### src/rtl/fcd_pkg.sv
package fcd_pkg;

    typedef enum logic [1:0] {
        RS_ARRAY  = 2'd0,
        RS_STATUS = 2'd1,
        RS_SIG    = 2'd2,
        RS_QUERY  = 2'd3
    } rsel_t;

    typedef enum logic [2:0] {
        SQ_IDLE,
        SQ_ERASE,
        SQ_PROG,
        SQ_DW1,
        SQ_DW2
    } seq_t;

    typedef enum logic [3:0] {
        CMD_RD_ARRAY,
        CMD_RD_STATUS,
        CMD_RD_SIG,
        CMD_RD_QUERY,
        CMD_CLEAR,
        CMD_ERASE_SETUP,
        CMD_PROG_SETUP,
        CMD_DPROG_SETUP,
        CMD_SUSPEND,
        CMD_CONFIRM,
        CMD_INVALID
    } cmd_t;

    typedef enum logic {
        OP_PROG  = 1'b0,
        OP_ERASE = 1'b1
    } op_t;

    localparam logic [7:0] BYTE_RD_ARRAY   = 8'hFF;
    localparam logic [7:0] BYTE_RD_STATUS  = 8'h70;
    localparam logic [7:0] BYTE_RD_SIG     = 8'h90;
    localparam logic [7:0] BYTE_RD_QUERY   = 8'h98;
    localparam logic [7:0] BYTE_CLEAR      = 8'h50;
    localparam logic [7:0] BYTE_ERASE      = 8'h20;
    localparam logic [7:0] BYTE_PROG_A     = 8'h40;
    localparam logic [7:0] BYTE_PROG_B     = 8'h10;
    localparam logic [7:0] BYTE_DPROG      = 8'h30;
    localparam logic [7:0] BYTE_SUSPEND    = 8'hB0;
    localparam logic [7:0] BYTE_CONFIRM    = 8'hD0;

endpackage

### src/rtl/fcd_strobe.sv
module fcd_strobe #(
    parameter int AW = 20,
    parameter int DW = 16
) (
    input  logic          clk,
    input  logic          rst_n,
    input  logic          ce_n,
    input  logic          we_n,
    input  logic          oe_n,
    input  logic [AW-1:0] addr,
    input  logic [DW-1:0] wdata,
    output logic          ev,
    output logic [AW-1:0] ev_addr,
    output logic [DW-1:0] ev_data
);

    logic strobe_now;
    logic strobe_d, strobe_q;

    always_comb begin
        strobe_now = ~ce_n & ~we_n & oe_n;
        strobe_d   = strobe_now;
        ev         = strobe_now & ~strobe_q;
        ev_addr    = addr;
        ev_data    = wdata;
    end

    always_ff @(posedge clk) begin
        if (!rst_n) strobe_q <= 1'b0;
        else        strobe_q <= strobe_d;
    end

    // a single event per strobe assertion
    assert_single_event_R1: assert property (@(posedge clk) disable iff (!rst_n)
        ev |=> !ev);

endmodule

### src/rtl/fcd_classify.sv
module fcd_classify
    import fcd_pkg::*;
(
    input  logic [7:0] cmd_byte,
    output cmd_t       cmd
);

    always_comb begin
        unique case (cmd_byte)
            BYTE_RD_ARRAY:            cmd = CMD_RD_ARRAY;
            BYTE_RD_STATUS:           cmd = CMD_RD_STATUS;
            BYTE_RD_SIG:              cmd = CMD_RD_SIG;
            BYTE_RD_QUERY:            cmd = CMD_RD_QUERY;
            BYTE_CLEAR:               cmd = CMD_CLEAR;
            BYTE_ERASE:               cmd = CMD_ERASE_SETUP;
            BYTE_PROG_A, BYTE_PROG_B: cmd = CMD_PROG_SETUP;
            BYTE_DPROG:               cmd = CMD_DPROG_SETUP;
            BYTE_SUSPEND:             cmd = CMD_SUSPEND;
            BYTE_CONFIRM:             cmd = CMD_CONFIRM;
            default:                  cmd = CMD_INVALID;
        endcase
    end

endmodule

### src/rtl/fcd_status.sv
module fcd_status (
    input  logic       clk,
    input  logic       rst_n,
    input  logic       set_err,
    input  logic       clr_err,
    input  logic       pe_busy,
    input  logic       erase_susp,
    input  logic       prog_susp,
    output logic [7:0] status_byte
);

    typedef struct packed {
        logic erase_err;
        logic prog_err;
    } err_t;

    err_t err_d, err_q;

    always_comb begin
        err_d = err_q;
        if (clr_err) begin
            err_d.erase_err = 1'b0;
            err_d.prog_err  = 1'b0;
        end
        if (set_err) begin
            err_d.erase_err = 1'b1;
            err_d.prog_err  = 1'b1;
        end
        status_byte = {~pe_busy, erase_susp, err_q.erase_err, err_q.prog_err,
                       1'b0, prog_susp, 1'b0, 1'b0};
    end

    always_ff @(posedge clk) begin
        if (!rst_n) err_q <= '0;
        else        err_q <= err_d;
    end

    // a refused confirm raises both error bits
    assert_err_set_R5: assert property (@(posedge clk) disable iff (!rst_n)
        set_err |=> (status_byte[5:4] == 2'b11));

    // clearing drops both error bits
    assert_err_clear_R5: assert property (@(posedge clk) disable iff (!rst_n)
        (clr_err && !set_err) |=> (status_byte[5:4] == 2'b00));

endmodule

### src/rtl/flash_cmd_decoder.sv
module flash_cmd_decoder
    import fcd_pkg::*;
#(
    parameter int         AW       = 20,
    parameter int         DW       = 16,
    parameter logic [7:0] MFR_CODE = 8'h20,
    parameter logic [7:0] DEV_CODE = 8'hC4
) (
    input  logic          clk,
    input  logic          rst_n,
    input  logic          ce_n,
    input  logic          we_n,
    input  logic          oe_n,
    input  logic [AW-1:0] addr,
    input  logic [DW-1:0] wdata,
    input  logic          pe_busy,
    input  logic          pe_suspended,
    output logic          req_prog,
    output logic          req_dprog,
    output logic          req_erase,
    output logic          req_suspend,
    output logic          req_resume,
    output logic [AW-1:0] req_addr,
    output logic [DW-1:0] req_data,
    output logic [AW-1:0] req_addr2,
    output logic [DW-1:0] req_data2,
    output logic [1:0]    rd_sel,
    output logic [7:0]    status_byte,
    output logic [DW-1:0] aux_word
);

    localparam int PAD = DW - 8;

    typedef struct packed {
        seq_t          seq;
        rsel_t         mode;
        op_t           act;
        op_t           skind;
        logic [AW-1:0] a1;
        logic [DW-1:0] d1;
        logic          r_prog;
        logic          r_dprog;
        logic          r_erase;
        logic          r_susp;
        logic          r_res;
        logic [AW-1:0] ra;
        logic [DW-1:0] rd;
        logic [AW-1:0] ra2;
        logic [DW-1:0] rd2;
    } st_t;

    st_t st_d, st_q;

    logic          ev;
    logic [AW-1:0] ev_addr;
    logic [DW-1:0] ev_data;
    cmd_t          cmd;
    logic          set_err, clr_err;
    logic          erase_susp, prog_susp;
    rsel_t         rsel_eff;

    fcd_strobe #(.AW(AW), .DW(DW)) u_strobe (
        .clk     (clk),
        .rst_n   (rst_n),
        .ce_n    (ce_n),
        .we_n    (we_n),
        .oe_n    (oe_n),
        .addr    (addr),
        .wdata   (wdata),
        .ev      (ev),
        .ev_addr (ev_addr),
        .ev_data (ev_data)
    );

    fcd_classify u_classify (
        .cmd_byte (ev_data[7:0]),
        .cmd      (cmd)
    );

    always_comb begin
        st_d         = st_q;
        st_d.r_prog  = 1'b0;
        st_d.r_dprog = 1'b0;
        st_d.r_erase = 1'b0;
        st_d.r_susp  = 1'b0;
        st_d.r_res   = 1'b0;
        set_err      = 1'b0;
        clr_err      = 1'b0;

        if (ev) begin
            if (st_q.seq != SQ_IDLE) begin
                st_d.seq = SQ_IDLE;
                case (st_q.seq)
                    SQ_ERASE: begin
                        if (cmd == CMD_CONFIRM) begin
                            st_d.r_erase = 1'b1;
                            st_d.ra      = ev_addr;
                            st_d.act     = OP_ERASE;
                            st_d.mode    = RS_STATUS;
                        end else begin
                            set_err   = 1'b1;
                            st_d.mode = RS_ARRAY;
                        end
                    end
                    SQ_PROG: begin
                        st_d.r_prog = 1'b1;
                        st_d.ra     = ev_addr;
                        st_d.rd     = ev_data;
                        st_d.act    = OP_PROG;
                        st_d.mode   = RS_STATUS;
                    end
                    SQ_DW1: begin
                        st_d.a1  = ev_addr;
                        st_d.d1  = ev_data;
                        st_d.seq = SQ_DW2;
                    end
                    SQ_DW2: begin
                        if ((ev_addr ^ st_q.a1) == AW'(1)) begin
                            st_d.r_dprog = 1'b1;
                            st_d.ra      = st_q.a1;
                            st_d.rd      = st_q.d1;
                            st_d.ra2     = ev_addr;
                            st_d.rd2     = ev_data;
                            st_d.act     = OP_PROG;
                            st_d.mode    = RS_STATUS;
                        end else begin
                            st_d.mode = RS_ARRAY;
                        end
                    end
                    default: st_d.mode = RS_ARRAY;
                endcase
            end else if (pe_busy) begin
                if (cmd == CMD_RD_STATUS) begin
                    st_d.mode = RS_STATUS;
                end else if (cmd == CMD_SUSPEND) begin
                    st_d.r_susp = 1'b1;
                    st_d.skind  = st_q.act;
                    st_d.mode   = RS_STATUS;
                end
            end else if (pe_suspended) begin
                case (cmd)
                    CMD_RD_ARRAY:  st_d.mode = RS_ARRAY;
                    CMD_RD_STATUS: st_d.mode = RS_STATUS;
                    CMD_RD_SIG:    st_d.mode = RS_SIG;
                    CMD_RD_QUERY:  st_d.mode = RS_QUERY;
                    CMD_CONFIRM: begin
                        st_d.r_res = 1'b1;
                        st_d.act   = st_q.skind;
                        st_d.mode  = RS_STATUS;
                    end
                    CMD_PROG_SETUP: begin
                        if (st_q.skind == OP_ERASE) st_d.seq = SQ_PROG;
                    end
                    default: ;
                endcase
            end else begin
                case (cmd)
                    CMD_RD_ARRAY:    st_d.mode = RS_ARRAY;
                    CMD_RD_STATUS:   st_d.mode = RS_STATUS;
                    CMD_RD_SIG:      st_d.mode = RS_SIG;
                    CMD_RD_QUERY:    st_d.mode = RS_QUERY;
                    CMD_CLEAR:       clr_err   = 1'b1;
                    CMD_ERASE_SETUP: st_d.seq  = SQ_ERASE;
                    CMD_PROG_SETUP:  st_d.seq  = SQ_PROG;
                    CMD_DPROG_SETUP: st_d.seq  = SQ_DW1;
                    default:         st_d.mode = RS_ARRAY;
                endcase
            end
        end
    end

    always_ff @(posedge clk) begin
        if (!rst_n) begin
            st_q       <= '0;
            st_q.seq   <= SQ_IDLE;
            st_q.mode  <= RS_ARRAY;
            st_q.act   <= OP_PROG;
            st_q.skind <= OP_PROG;
        end else begin
            st_q <= st_d;
        end
    end

    always_comb begin
        erase_susp = pe_suspended & (st_q.skind == OP_ERASE);
        prog_susp  = pe_suspended & (st_q.skind == OP_PROG);
        rsel_eff   = pe_busy ? RS_STATUS : st_q.mode;
    end

    fcd_status u_status (
        .clk         (clk),
        .rst_n       (rst_n),
        .set_err     (set_err),
        .clr_err     (clr_err),
        .pe_busy     (pe_busy),
        .erase_susp  (erase_susp),
        .prog_susp   (prog_susp),
        .status_byte (status_byte)
    );

    always_comb begin
        req_prog    = st_q.r_prog;
        req_dprog   = st_q.r_dprog;
        req_erase   = st_q.r_erase;
        req_suspend = st_q.r_susp;
        req_resume  = st_q.r_res;
        req_addr    = st_q.ra;
        req_data    = st_q.rd;
        req_addr2   = st_q.ra2;
        req_data2   = st_q.rd2;
        rd_sel      = rsel_eff;
        case (rsel_eff)
            RS_STATUS: aux_word = {{PAD{1'b0}}, status_byte};
            RS_SIG:    aux_word = {{PAD{1'b0}}, (addr[0] ? DEV_CODE : MFR_CODE)};
            default:   aux_word = '0;
        endcase
    end

    // requests never overlap
    assert_one_request_R6: assert property (@(posedge clk) disable iff (!rst_n)
        $onehot0({req_prog, req_dprog, req_erase, req_suspend, req_resume}));

    // an erase request always follows a write event
    assert_erase_after_event_R4: assert property (@(posedge clk) disable iff (!rst_n)
        $rose(req_erase) |-> $past(ev));

    // the two words of a pair differ only in address bit 0
    assert_dword_pair_R7: assert property (@(posedge clk) disable iff (!rst_n)
        req_dprog |-> ((req_addr ^ req_addr2) == AW'(1)));

    // a refused command while busy leaves the read mode alone
    assert_busy_drop_R8: assert property (@(posedge clk) disable iff (!rst_n)
        (ev && pe_busy && st_q.seq == SQ_IDLE && cmd != CMD_RD_STATUS && cmd != CMD_SUSPEND)
        |=> (st_q.mode == $past(st_q.mode)));

    // clear returns to array mode with no sequence pending
    assert_reset_array_R11: assert property (@(posedge clk)
        !rst_n |=> (st_q.mode == RS_ARRAY && st_q.seq == SQ_IDLE));

endmodule

### config.mk
export PLATFORM = sky130hd
export DESIGN_NAME = flash_cmd_decoder
export DESIGN_NICKNAME = d
export VERILOG_FILES = /design/src/rtl/fcd_pkg.sv /design/src/rtl/fcd_strobe.sv /design/src/rtl/fcd_classify.sv /design/src/rtl/fcd_status.sv /design/src/rtl/flash_cmd_decoder.sv
export SDC_FILE = /design/constraint.sdc
export NUM_CORES = 1
export LEC_CHECK = 0
export BUFFER_PORTS_ARGS = -buffer_cell sky130_fd_sc_hd__buf_4
export CORE_MARGIN = 4
export CORE_UTILIZATION = 40
export DETAILED_ROUTE_END_ITERATION = 8
export GPL_TIMING_DRIVEN = 0
export PLACE_DENSITY = 0.76
export SETUP_SLACK_MARGIN = 0.3
export SLEW_MARGIN = 15
export SYNTH_ARGS = -nofsm -noshare
export SYNTH_HDL_FRONTEND = slang
export SYNTH_SLANG_ARGS = --single-unit
### constraint.sdc
create_clock -name clk -period 1.9 [get_ports clk]
set_clock_uncertainty 0.2 [all_clocks]
set_input_delay 0.19 -clock clk [delete_from_list [all_inputs] [get_ports clk]]
set_output_delay 0.19 -clock clk [all_outputs]
set_load 0.03 [all_outputs]
==> results of run 1 <==
[registers in the layout (all words and copies together), names as in the netlist]
register,cells
st_q,43
req_addr2,20
req_addr,20
req_data2,16
req_data,16
req_dprog,1
req_erase,1
req_prog,1
req_resume,1
req_suspend,1
u_status.status_byte,1
u_strobe.strobe_q,1
[repair_timing]
item / 4_1_cts / 5_1_grt
setup endpoints to repair: 127 / 128
pin swaps: 22 / 31
endpoints found under the hold margin: 89 / 3
resized for setup: 125 / 125
cloned: 8 / 4
setup buffers: 37 / 17
hold buffers: 43 / 3
[through the flow]
stage	utilization, %	hold WS, ps	cells	cell area [um^2]	total power (uW)
after floorplan	-	70.11	747	6730	2894
after global placement	52.23	198.0	1088	7970	3078
after detailed placement	52.23	207.6	1088	7970	3080
after CTS	65.54	1.466	1207	10000	6338
after global routing	70.72	-0.8288	1231	10790	6611
final	70.72	-42.11	1231	10790	6514
[cell type report]
type | count | area (um^2) | area share, %
multi-input combinational | 460 | 3766 | 34.90
tap | 211 | 264.0 | 2.447
timing repair buffer | 242 | 2341 | 21.70
clock inverter | 9 | 95.09 | 0.8813
clock buffer | 22 | 484.2 | 4.487
buffer | 143 | 1277 | 11.84
inverter | 22 | 88.84 | 0.8233
sequential | 122 | 2474 | 22.92
[worst max-delay path, cell delays in order, from the launching register on]
cell and delay [ps]:
dfxtp_1 360, xnor2_2 260, nand4_1 260, or3_4 480, nor3_4 170, buf_6 170, buf_12 110, buf_16 120
a221oi_2 80, a211oi_2 170
[cell usage after synthesis (3+ instances only)]
cell type  count  area, um^2
clkbuf_1      29       108.9
o21a_1        20       150.1
buf_4         92       690.7
nor3_1        14       70.07
or3_1          5       31.28
nand2_1      126       473.0
nand3_1       40       200.2
o21ai_0       40       200.2
inv_1         22       82.58
o221a_1       20       225.2
mux2i_1        3       30.03
a21oi_1       46       230.2
clkbuf_8       3       41.29
nor2_1        18       67.56
dfxtp_1      122        2442
buf_1          4       15.01
nand4_1       13       81.33
nand2b_1       4       25.02
xnor2_1       20       175.2
a221oi_2      10       150.1
buf_6          5       56.30
buf_2          7       35.03
a211oi_1       8       60.06
a221oi_1       7       61.31
nor2b_1        6       37.54
a211oi_2       9       112.6
[routing by layer]
| layer | share of wire (%) | routed length (um) | global-route usage (%) | vias up |
|---|---|---|---|---|
| li1 | - | - | - | 3007 |
| met1 | 38 | 9993 | 30.02 | 3392 |
| met2 | 48 | 12600 | 40.63 | 486 |
| met3 | 8.9 | 2357 | 5.741 | 138 |
| met4 | 5.6 | 1470 | 11.03 | 0 |
| met5 | 0 | 0 | 0 | - |
[cell families (layout without fill, tap and decap cells)]
logic type | count (synthesis) | in the layout | share of synthesized area [%]
simple gates | 245 | 245 | 18.96
fa+ha+maj | 2 | 2 | 0.4003
xor+xnor | 22 | 22 | 3.083
flops | 122 | 122 | 39.08
other cells | 1 | 14 | 0.06000
mux | 3 | 3 | 0.4805
buf+inv | 165 | 438 | 17.02
compound gates | 174 | 174 | 20.92
[power by group through the flow]
| stage | sequential [uW] | clock, uW | combinational, uW |
|---|---|---|---|
| after floorplan | 2620 | 0 | 278 |
| after global placement | 2620 | 0 | 461 |
| after detailed placement | 2620 | 0 | 464 |
| after CTS | 2560 | 3190 | 590 |
| after global routing | 2560 | 3350 | 701 |
| final | 2560 | 3280 | 674 |
[path summary, 6_finish.rpt]
check,start,endpoint,slack (ps),cells after the start
max reg2reg,st_q[104],req_data[10],-560,9
max,st_q[104],req_data[10],-560,9
min reg2reg,req_addr2[4],req_addr2[4],260,2
min,wdata[5],u_status.status_byte[4],-40,4
==> impl_metrics.json, run 1 <==
{
  "die_h_um": 133.0,
  "hpwl_um": 12950,
  "core-area_um2": 15260,
  "critPathKind": "reg -> reg",
  "root_buffer": "clkbuf_16",
  "synth_seq_area_share_pct": 39.08,
  "fillers": 961,
  "startpoint_type": "flip-flop",
  "clk_latency_ps": 440,
  "ir_drop_uv": 665.1,
  "fmax_mhz": 405.9,
  "p_seq_share_pct": 39.3,
  "finalSetupViolCount": 101,
  "rsz0062_at_grt": "true",
  "layout_common_cells": "buf_4 (237), dfxtp_1 (103), nand2_1 (99), dlygate4sd3_1 (46)",
  "first_pass_iters": 5,
  "clock_power_share_pct": 50.4,
  "ant_nets": 0,
  "grt_usage_pct": 24.43,
  "finalHoldViolations": 2,
  "die_w_um": 133.0,
  "core.rowCount": 45,
  "netSwitchingFraction_pct": 24.93,
  "route.vias.total": 7023,
  "cts_tree": "yes",
  "grt_max_degree": 17,
  "io_pins": 146,
  "worst_pin_slew_ps": 938.1,
  "worst-path-max-fanout": 5,
  "antenna_found_initial": 0,
  "min_period_ps": 2464,
  "yosys_warnings": 0,
  "grt_pass1_wl_um": 34740,
  "drc_errors": 0,
  "netlist_instances": 734,
  "cts_buffer_depth": 2,
  "numPortBuffers": 130,
  "pwr-share-comb_pct": 10.4,
  "slew_violations": 0,
  "cts.sinks": 122,
  "die-area_um2": 17690,
  "htree_levels": 4,
  "hp-class": "in -> reg",
  "synth-async-reset-ratio_pct": 0,
  "mostFrequentLayoutCell": "buf_4",
  "drv_cap": 0,
  "cts_made_buffers": 17,
  "hold_ws_ps": -42.11,
  "synthToLayoutAreaGrowth_pct": 72.65,
  "netlist_area_um2": 6250,
  "drt_iter0_drc": 814,
  "status": "finished, violations left",
  "end_kind": "flip-flop",
  "relSlewSlack_pct": 37.46,
  "ys_types": 60,
  "layout.nets": 1053,
  "dp_slack_ps": -538.4,
  "synth_edf_count": 0,
  "antenna-diode-count": 0,
  "tns_ps": -32530,
  "period_share_pct": 129.7,
  "worst_slack_ps": -564.0,
  "via_per_inst": 5.705,
  "grt_pass1_vias": 6543,
  "synth-seq-cells": 122,
  "avgSynthCellArea_um2": 8.515,
  "place.gp.congestion": 0.8763,
  "cellPowerDensity_nw_per_um2": 603.7,
  "violations": "negative hold slack, negative setup slack",
  "p_switching_uw": 1624,
  "internal_power_uw": 4890,
  "wl_um": 26420,
  "grt_overflow": 0,
  "synth_flop_cell": "dfxtp_1",
  "layout-drive-gt1-share_pct": 55.59,
  "wl_per_cell_um": 21.46,
  "p_leak_uw": 0.004416,
  "critPathArrivalTime_ps": 2610,
  "clk_pin_slew_ps": 60,
  "start_util_pct": 40.96,
  "critPathRequiredTime_ps": 2040
}
(Power assumes the default switching activity.)
==> inputs of run 2 (changes only) <==
Clock period 1.9 ns to 2.2 ns, I/O delays scaled along.
==> impl_metrics.json, run 2 (same netlist as run 1, synthesis figures left out) <==
{
  "clock_power_share_pct": 50.9,
  "cts_buffer_depth": 2,
  "antenna-diode-count": 0,
  "numPortBuffers": 130,
  "die_h_um": 133.0,
  "hp-class": "in -> reg",
  "clk_pin_slew_ps": 60,
  "largest_register_ffs": 43,
  "core-area_um2": 15260,
  "pwr-share-comb_pct": 9.3,
  "grt_pass1_wl_um": 33550,
  "drc_errors": 0,
  "start_util_pct": 40.96,
  "finalHoldViolations": 0,
  "violations": "negative setup slack",
  "wl_per_cell_um": 18.64,
  "fin_area_um2": 10030,
  "hpwl_um": 12970,
  "die-area_um2": 17690,
  "slowest_stage": "dfxtp_4",
  "mostFrequentLayoutCell": "buf_4",
  "worst-path-max-fanout": 8,
  "clk_latency_ps": 420,
  "root_buffer": "clkbuf_16",
  "period_share_pct": 102.0,
  "end_kind": "flip-flop",
  "fmax_mhz": 445.4,
  "drv_cap": 0,
  "cts_tree": "yes",
  "wl_um": 22350,
  "slew_violations": 0,
  "p_leak_uw": 0.004037,
  "critPathMaxStageDelay_ps": 360,
  "worst_pin_slew_ps": 860.9,
  "layout.nets": 1020,
  "path_cells": "xnor2_4, nand4_1, nor4_4, buf_4, buf_6, nand2_8, buf_12, buf_4, nand3_1, o21ai_1",
  "cp.buffers_inverters": 4,
  "ir_drop_uv": 567.6,
  "core.rowCount": 45,
  "grt_max_degree": 17,
  "netSwitchingFraction_pct": 23.38,
  "critPathRequiredTime_ps": 2300,
  "io_pins": 146,
  "via_per_inst": 5.378,
  "path_common_cell": "buf_4",
  "p_switching_uw": 1300,
  "ant_nets": 0,
  "grt_pass1_vias": 6375,
  "internal_power_uw": 4259,
  "relSlewSlack_pct": 42.60,
  "cellPowerDensity_nw_per_um2": 554.1,
  "fillers": 1123,
  "grt_usage_pct": 23.62,
  "critPathKind": "reg -> reg",
  "min_period_ps": 2245,
  "layout-drive-gt1-share_pct": 46.36,
  "critPathArrivalTime_ps": 2350,
  "htree_levels": 4,
  "route.vias.total": 6448,
  "first_pass_iters": 5,
  "instances_no_fill": 1199,
  "p_seq_share_pct": 39.7,
  "cts_made_buffers": 17,
  "drt_iter0_drc": 530,
  "place.gp.congestion": 0.9029,
  "startpoint_type": "flip-flop",
  "cts.sinks": 122,
  "place_area_um2": 7825,
  "grt_overflow": 0,
  "finalSetupViolCount": 13,
  "antenna_found_initial": 0,
  "die_w_um": 133.0,
  "crit_family": "simple AND/OR/NAND/NOR gates",
  "post-place-cells": 1088,
  "layout_common_cells": "buf_4 (237), nand2_1 (122), dfxtp_1 (110), dlygate4sd3_1 (43), a21oi_1 (39)",
  "rsz0062_at_grt": "true",
  "synthToLayoutAreaGrowth_pct": 60.52,
  "status": "finished, violations left",
  "worst_slack_ps": -44.97,
  "largest-register": "st_q"
}
[run 2: changes by cell type in the layout (fill, tap and decap cells not counted), moves of 9 or more]
cell      previous run  this run
xnor2_2             16         7
buf_12              12         3
clkbuf_8            15         6
a21oi_2             27         2
nand2_2             23         3
a21oi_1             14        39
nand2_1             99       122
[run 2: worst paths after layout]
kind                    to  depth (start not counted)     startpoint  slack, ps
min            req_data[1]                          3       wdata[1]          5
max reg2reg   req_data2[4]                         10      st_q[111]        -40
max           req_data2[4]                         10      st_q[111]        -40
min reg2reg  req_data2[13]                          2  req_data2[13]        260
[run 2: cell type report]
type | count | area [um^2] | area share, %
Buffer | 143 | 1194 | 11.90
Clock buffer | 23 | 467.9 | 4.665
Clock inverter | 9 | 120.1 | 1.197
Inverter | 22 | 96.34 | 0.9603
Multi-Input combinational cell | 460 | 3571 | 35.59
Sequential cell | 122 | 2465 | 24.57
Tap cell | 211 | 264.0 | 2.632
Timing Repair Buffer | 209 | 1854 | 18.48
[run 2: what timing repair did]
action,in CTS,in global routing
buffers inserted,23,7
pin swaps,22,22
hold endpoints to repair,73,0
endpoints found under the setup margin,119,116
hold buffers,42,0
gates resized for setup,106,82
cloned,7,0
[run 2: through the flow]
stage	hold WS (ps)	setup TNS, ps	setup slack (ps)	util (%)	total power, uW
after global placement	228.1	-13770	-287.2	51.28	2644
after CTS	0.9474	-2564	-67.66	63.45	5499
after detailed placement	235.9	-16180	-306.3	51.28	2644
after floorplan	100.1	0	129.4	-	2486
final	4.703	-182.6	-44.97	65.75	5559
after global routing	14.47	-3400	-93.97	65.75	5685
[run 2: metal layers]
layer,routed length (um),up-vias,track usage (%)
met5,0,-,0
li1,-,2948,-
met2,10990,331,39.76
met3,1555,73,5.475
met1,8988,3096,29.07
met4,820,0,9.642
[run 2: worst register-to-register path, cell delays in order (launching register included)]
cell and delay [ps]:
dfxtp_4 360, xnor2_4 170, nand4_1 240, nor4_4 300, buf_4 170, buf_6 110
nand2_8 70, buf_12 180, buf_4 150, nand3_1 100, o21ai_1 90
[run 2: power by group through the flow]
stage	clock (uW)	combinational, uW	sequential (uW)
global placement	0	384	2260
floorplan	0	226	2260
CTS	2810	480	2210
finish	2830	519	2210
global route	2930	551	2210
detailed placement	0	384	2260
==> inputs of run 3 (changes only) <==
Settings changed: ABC_CLOCK_PERIOD_IN_PS set to 2200, CORE_UTILIZATION 40 to 45, PLACE_DENSITY 0.76 to 0.82.
==> impl_metrics.json, run 3 (same netlist as run 1, synthesis figures left out) <==
{
  "largest_register_ffs": 43,
  "wl_um": 25280,
  "grt_max_degree": 17,
  "worst_pin_slew_ps": 855.8,
  "antenna-diode-count": 0,
  "rsz0062_at_grt": "true",
  "finalSetupViolCount": 56,
  "relSlewSlack_pct": 42.95,
  "slew_violations": 0,
  "start_util_pct": 46.64,
  "crit_end": "req_data[9]",
  "drv_cap": 0,
  "status": "finished, violations left",
  "hold_start": "addr[6]",
  "place.gp.congestion": 0.9020,
  "period_share_pct": 107.4,
  "numPortBuffers": 130,
  "drt_iter0_drc": 1075,
  "root_buffer": "clkbuf_16",
  "violations": "negative setup slack",
  "end_kind": "flip-flop",
  "ant_nets": 0,
  "grt_overflow": 0,
  "layout-drive-gt1-share_pct": 47.38,
  "hpwl_um": 12700,
  "startpoint_type": "flip-flop",
  "grt_pass1_vias": 6605,
  "cts_made_buffers": 17,
  "cts_tree": "yes",
  "htree_levels": 4,
  "worst_slack_ps": -162.3,
  "min_period_ps": 2362,
  "worst-path-max-fanout": 6,
  "worst-r2r-cell-count": 8,
  "clk_latency_ps": 430,
  "antenna_found_initial": 0,
  "core-area_um2": 13400,
  "ir_drop_uv": 539.8,
  "layout_common_cells": "buf_4 (241), nand2_1 (123), dfxtp_1 (111), dlygate4sd3_1 (42)",
  "fmax_mhz": 423.3,
  "hp-class": "in -> reg",
  "cts_buffer_depth": 2,
  "grt_pass1_wl_um": 34380,
  "critPathRequiredTime_ps": 2270,
  "die_w_um": 125.9,
  "mostFrequentLayoutCell": "buf_4",
  "largest-register": "st_q",
  "hold_ws_ps": 6.641,
  "die-area_um2": 15840,
  "cts.sinks": 122,
  "first_pass_iters": 6,
  "layout.nets": 1026,
  "route.vias.total": 6950,
  "critPathKind": "reg -> reg",
  "r2r_slack_ps": -160,
  "io_pins": 146,
  "clk_pin_slew_ps": 60,
  "critPathArrivalTime_ps": 2430,
  "finalHoldViolations": 0,
  "drc_errors": 0,
  "rr_startpoint": "st_q[110]",
  "core.rowCount": 42,
  "p_leak_uw": 0.004026,
  "grt_usage_pct": 26.92,
  "power_uw": 5236,
  "synthToLayoutAreaGrowth_pct": 59.74,
  "via_per_inst": 5.940,
  "reg2reg_to": "req_data[9]",
  "cp-startpoint": "st_q[110]",
  "wl_per_cell_um": 21.61,
  "die_h_um": 125.9,
  "fillers": 800,
  "cellPowerDensity_nw_per_um2": 524.5
}
## run 3: report_power, final
group          total (uW)  switching (uW)  internal [uW]
sequential           2210           0.955           2210
combinational         544             314            230
clock                2480            1030           1450
total                5240            1350           3890
## run 3: routing by layer
layer	vias up	GRT usage, %	wire (um)
met4	0	14.26	1284
met5	-	0	0
met3	157	7.070	2702
met2	574	43.77	11810
met1	3257	32.74	9485
li1	2962	-	-
## run 3: worst max-delay path: stages, from the launching register on
cell       delay [ps]
dfxtp_4           370
xnor2_4           180
buf_4             140
nand4_1           180
nor3_4            450
a21oi_4           190
clkbuf_16         210
a221oi_4          220
a211oi_2           70
## run 3: per-stage QoR
step | setup TNS (ps) | setup WS (ps) | utilization (%) | instance area [um^2] | std cells
after CTS | -2081 | -79.11 | 70.65 | 9468 | 1156
after floorplan | 0 | 129.4 | - | 6585 | 747
final | -5004 | -162.3 | 74.50 | 9983 | 1170
after global placement | -11320 | -247.2 | 58.07 | 7781 | 1053
after detailed placement | -15530 | -285.4 | 58.07 | 7781 | 1053
after global routing | -8023 | -194.6 | 74.50 | 9983 | 1170
## run 3: area by class of cell
| class | count | area (um^2) | share of cell area, % |
|---|---|---|---|
| clock inverters | 9 | 50.05 | 0.5013 |
| inverters | 22 | 98.84 | 0.9901 |
| plain buffers | 143 | 1196 | 11.98 |
| well taps | 176 | 220.2 | 2.206 |
| clock buffers | 23 | 457.9 | 4.587 |
| repair buffers | 215 | 1937 | 19.40 |
| flip-flops and latches | 122 | 2461 | 24.65 |
| multi-input cells | 460 | 3562 | 35.68 |
## run 3: worst min-delay path by stage
stage                        end  slack, ps  depth (start not counted)
3_3_place_gp   u_strobe.strobe_q        230                          2
4_1_cts              req_data[2]       0.06                          3
2_1_floorplan  u_strobe.strobe_q        100                          1
5_1_grt              req_addr[5]         30                          3
3_5_place_dp   u_strobe.strobe_q        240                          2
6_report             req_addr[6]          7                          3
## run 3: timing repair
| action | 4_1_cts | 5_1_grt |
|---|---|---|
| pin swaps | 33 | 28 |
| gates cloned | 6 | 2 |
| hold buffers | 40 | 1 |
| endpoints found under the setup margin | 119 | 116 |
| resized for setup | 109 | 88 |
| setup buffers | 25 | 11 |
| endpoints found under the hold margin | 73 | 1 |
